File: src/rtl/des_keyfan.sv
module des_keyfan #(
  parameter bit OUT_REG = 1'b1,
  parameter int ROUNDS  = 16,
  parameter int KW      = 64,
  parameter int SKW     = 48
) (
  input  logic                      clk,
  input  logic                      rst_n,
  input  logic [KW-1:0]             key_i,
  output logic [ROUNDS-1:0][SKW-1:0] subkeys_o
);
  localparam int HALF = 28;
  localparam logic [KW-1:0] PAR_MASK = 64'h0101_0101_0101_0101;

  localparam int SEL1 [56] = '{57,49,41,33,25,17, 9, 1,58,50,42,34,26,18,
                               10, 2,59,51,43,35,27,19,11, 3,60,52,44,36,
                               63,55,47,39,31,23,15, 7,62,54,46,38,30,22,
                               14, 6,61,53,45,37,29,21,13, 5,28,20,12, 4};
  localparam int SEL2 [48] = '{14,17,11,24, 1, 5, 3,28,15, 6,21,10,
                               23,19,12, 4,26, 8,16, 7,27,20,13, 2,
                               41,52,31,37,47,55,30,40,51,45,33,48,
                               44,49,39,56,34,53,46,42,50,36,29,32};

  function automatic int rot_total(int r);
    int s = 0;
    for (int i = 0; i <= r; i++)
      s += (i == 0 || i == 1 || i == 8 || i == 15) ? 1 : 2;
    return s;
  endfunction

  function automatic int key_pos(int r, int m);
    int s = rot_total(r);
    int p = SEL2[m];
    int q;
    if (p <= HALF) q = ((p - 1 + s) % HALF) + 1;
    else           q = ((p - HALF - 1 + s) % HALF) + HALF + 1;
    return SEL1[q-1];
  endfunction

  logic [ROUNDS-1:0][SKW-1:0] sk_c;

  for (genvar r = 0; r < ROUNDS; r++) begin : g_round
    for (genvar m = 0; m < SKW; m++) begin : g_bit
      localparam int SRC = key_pos(r, m);
      assign sk_c[r][SKW-1-m] = key_i[KW-SRC];
    end
  end

  if (OUT_REG) begin : g_reg
    logic [ROUNDS-1:0][SKW-1:0] sk_q;
    always_ff @(posedge clk or negedge rst_n)
      if (!rst_n) sk_q <= '0;
      else        sk_q <= sk_c;
    assign subkeys_o = sk_q;

    logic [ROUNDS-1:0] lone;
    for (genvar r = 0; r < ROUNDS; r++) begin : g_lone
      assign lone[r] = $onehot0(subkeys_o[r]);
    end

    p_reset_zero_r7: assert property (@(posedge clk)
      !rst_n |=> subkeys_o == '0);

    p_parity_blind_r1: assert property (@(posedge clk) disable iff (!rst_n)
      ($past(rst_n) && (((key_i ^ $past(key_i)) & ~PAR_MASK) == '0)) |=> $stable(subkeys_o));

    p_uniform_key_r8: assert property (@(posedge clk) disable iff (!rst_n)
      (((key_i & ~PAR_MASK) == '0) || ((key_i | PAR_MASK) == '1))
        |=> (subkeys_o == '0 || subkeys_o == '1));

    p_single_bit_r9: assert property (@(posedge clk) disable iff (!rst_n)
      ($countones(key_i & ~PAR_MASK) == 1) |=> (&lone));
  end else begin : g_comb
    assign subkeys_o = sk_c;
  end
endmodule

File: config.mk
export PLATFORM = sky130hd
export DESIGN_NAME = des_keyfan
export DESIGN_NICKNAME = d
export VERILOG_FILES = /design/src/rtl/des_keyfan.sv
export SDC_FILE = /design/constraint.sdc
export NUM_CORES = 1
export LEC_CHECK = 0
export CAP_MARGIN = 20
export CORE_AREA = 2 2 323 325
export DETAILED_ROUTE_END_ITERATION = 7
export DIE_AREA = 0 0 325 327
export PLACE_DENSITY = 0.38
export SYNTH_ARGS = -nofsm -noshare
export SYNTH_HDL_FRONTEND = slang
export SYNTH_SLANG_ARGS = --single-unit
File: constraint.sdc
create_clock -name clk -period 1.7 [get_ports clk]
set_clock_uncertainty 0.05 [all_clocks]
set_input_delay 0.425 -clock clk [delete_from_list [all_inputs] [get_ports clk]]
set_output_delay 0.425 -clock clk [all_outputs]
set_load 0.05 [all_outputs]
==> results_dict.tcl <==
set metrics [dict create \
    path_class "register to primary output" \
    overflow 0 \
    synth_warnings 0 \
    layout_commonest_cell "buf_12" \
    grt_pass1_vias 5362 \
    min_path_type "input port to async pin" \
    slowest_stage "dfrtp_1" \
    vdd_drop_max_mv 0.3581 \
    crit_chain "buf_12 -> buf_12" \
    multi_input_gates 0 \
    hold_buffers 0 \
    synthCells 768 \
    synth_top_area_cell "buf_4" \
    avgSynthCellArea_um2 8.784 \
    portBuffers 825 \
    synthAdderAreaFrac 0 \
    ys_seq_area_frac 0.2077 \
    synth-xor-area-share 0 \
    synth_compound_gate_area_share 0 \
    fin_crit_sh 0.9884 \
    total_leakage_power_nw 8.969 \
    rsz0062_at_grt "yes" \
    dieArea_um2 106300 \
    via_count 4706 \
    crit_path_start "subkeys_o[627]" \
    outcome "completed" \
    layout_common_cells "buf_12, clkdlybuf4s50_1, dfrtp_1" \
    num_rows 118 \
    fmax_ghz 0.5952 \
    drc 0 \
    nets 1043 \
    dr.pass1.iters 4 \
    synth_nets 834 \
    multiInputGateArea_um2 0 \
    worst_slew_pin_slew_ns 0.4375 \
    cp_common_cell "buf_12" \
    layout-drive-gt1-share 0.9028 \
    wl_per_cell_um 15.30 \
    path_clk_slew_ns 0.09 \
    ys_top_cells_by_area "buf_4, dfrtp_1" \
    track_usage 0.06457 \
    dp_slack_ns 0.3560 \
    clockBufferDepth 2 \
    cts_tree "built" \
    worst_slack_ns 0.01980 \
    synth-simple-area-share 0 \
    drv_slew 0 \
    post_cts_buffers 0 \
    synthMuxAreaShare 0 \
    cts_buffers 5 \
    drt-total-wl_mm 36.09 \
    power_density_nw_per_um2 555.6 \
    synth_seq_cells 56 \
    boundaryPins 834 \
    worstPathRequired_ns 1.22 \
    vias_per_cell 1.995 \
    layout_min_cycle_time_ns 1.680 \
    antenna_found_initial 3 \
    area_growth_syn_to_layout_pct 210.4 \
    chipWidth_um 325 \
    initial_utilization 0.06556 \
    start_kind "register" \
    cts_max_level 2 \
    hpwl_mm 29.53 \
    drt_iter0_markers 58 \
    postLayoutCoreUtil 0.2035 \
    grt_pass1_wl_mm 47.77 \
    syn_area_um2 6746 \
    path_max_fanout 10 \
    grt_max_degree 57 \
    setup_viol_count_final 0 \
    root_buffer "clkbuf_16" \
    ant_nets 0 \
    place_congestion 0.6597 \
    critPathMaxStageDelay_ns 0.42 \
    synth_top_cell_area_share 0.7923 \
    critPathArrivalTime_ns 1.21 \
    die_h_um 327 \
    drv_cap 0 \
    hold_viol 0 \
    synth_top_family_by_area "buffers and inverters" \
    synthDistinctLibCells 2 \
    largest_reg_flops 56 \
    core-area_um2 102900 \
    worst_setup_path_end_kind "primary output" \
    slew_headroom 0.7084 \
    clock_sinks 56 \
]
[through the flow]
stage / power, mW / hold WS, ns / setup TNS (ns) / cells / instance area (um2)
6_report: 11.63 / 0.02875 / 0 / 2359 / 20940
3_3_place_gp: 10.22 / 0.4423 / 0 / 2334 / 20220
5_1_grt: 12.08 / 0.02896 / -3.020 / 2357 / 20940
4_1_cts: 11.89 / 0.007032 / -3.027 / 2347 / 20620
2_1_floorplan: 6.314 / 0.07941 / 0 / 768 / 6746
3_5_place_dp: 10.23 / 0.4403 / 0 / 2334 / 20220
[synth_stat cells]
cell type / instances
dfrtp_1: 56
buf_4: 712
[logic make-up after synthesis]
group,Yosys count
buf+inv,712
flops,56
[per-layer routing]
metal  vias up  GRT usage  wire length [um]
met5         -          0                11
li1       2024          -                 -
met4         2    0.01570               467
met2       415     0.1149             19390
met1      2247    0.06986             13000
met3        18    0.02846              3223
[worst max-delay path, delay by kind of cell, from the launching register on]
kind	cells	cell delay, ns
flops	1	0.42
buf+inv	2	0.37
[what timing repair did]
action                                  CTS  global route
endpoints found under the setup margin  243           233
gates cloned                              6            10
gates resized for setup                  32            26
[cell type report]
class / count / area [um2]
timing repair buffer: 914 / 17630
sequential: 56 / 1423
antenna: 2 / 5.005
fill: 10920 / 81970
clock buffer: 7 / 152.6
tap: 1380 / 1727
[worst max-delay path by stage]
stage                endpoint  slack, ns  cells past startpoint
2_1_floorplan  subkeys_o[100]       0.11                      1
3_3_place_gp   subkeys_o[271]       0.38                      2
4_1_cts        subkeys_o[384]      -0.06                      2
5_1_grt          subkeys_o[5]      -0.07                      2
3_5_place_dp   subkeys_o[188]       0.36                      2
6_report       subkeys_o[627]       0.02                      2
[power by group]
part           internal, mW  total [mW]  switching [mW]
combinational          4.00        8.78            4.78
clock                 0.629        1.36           0.735
sequential             1.40        1.49          0.0859
total                  6.03        11.6            5.60
No activity file was read; power rests on OpenSTA's default activity.
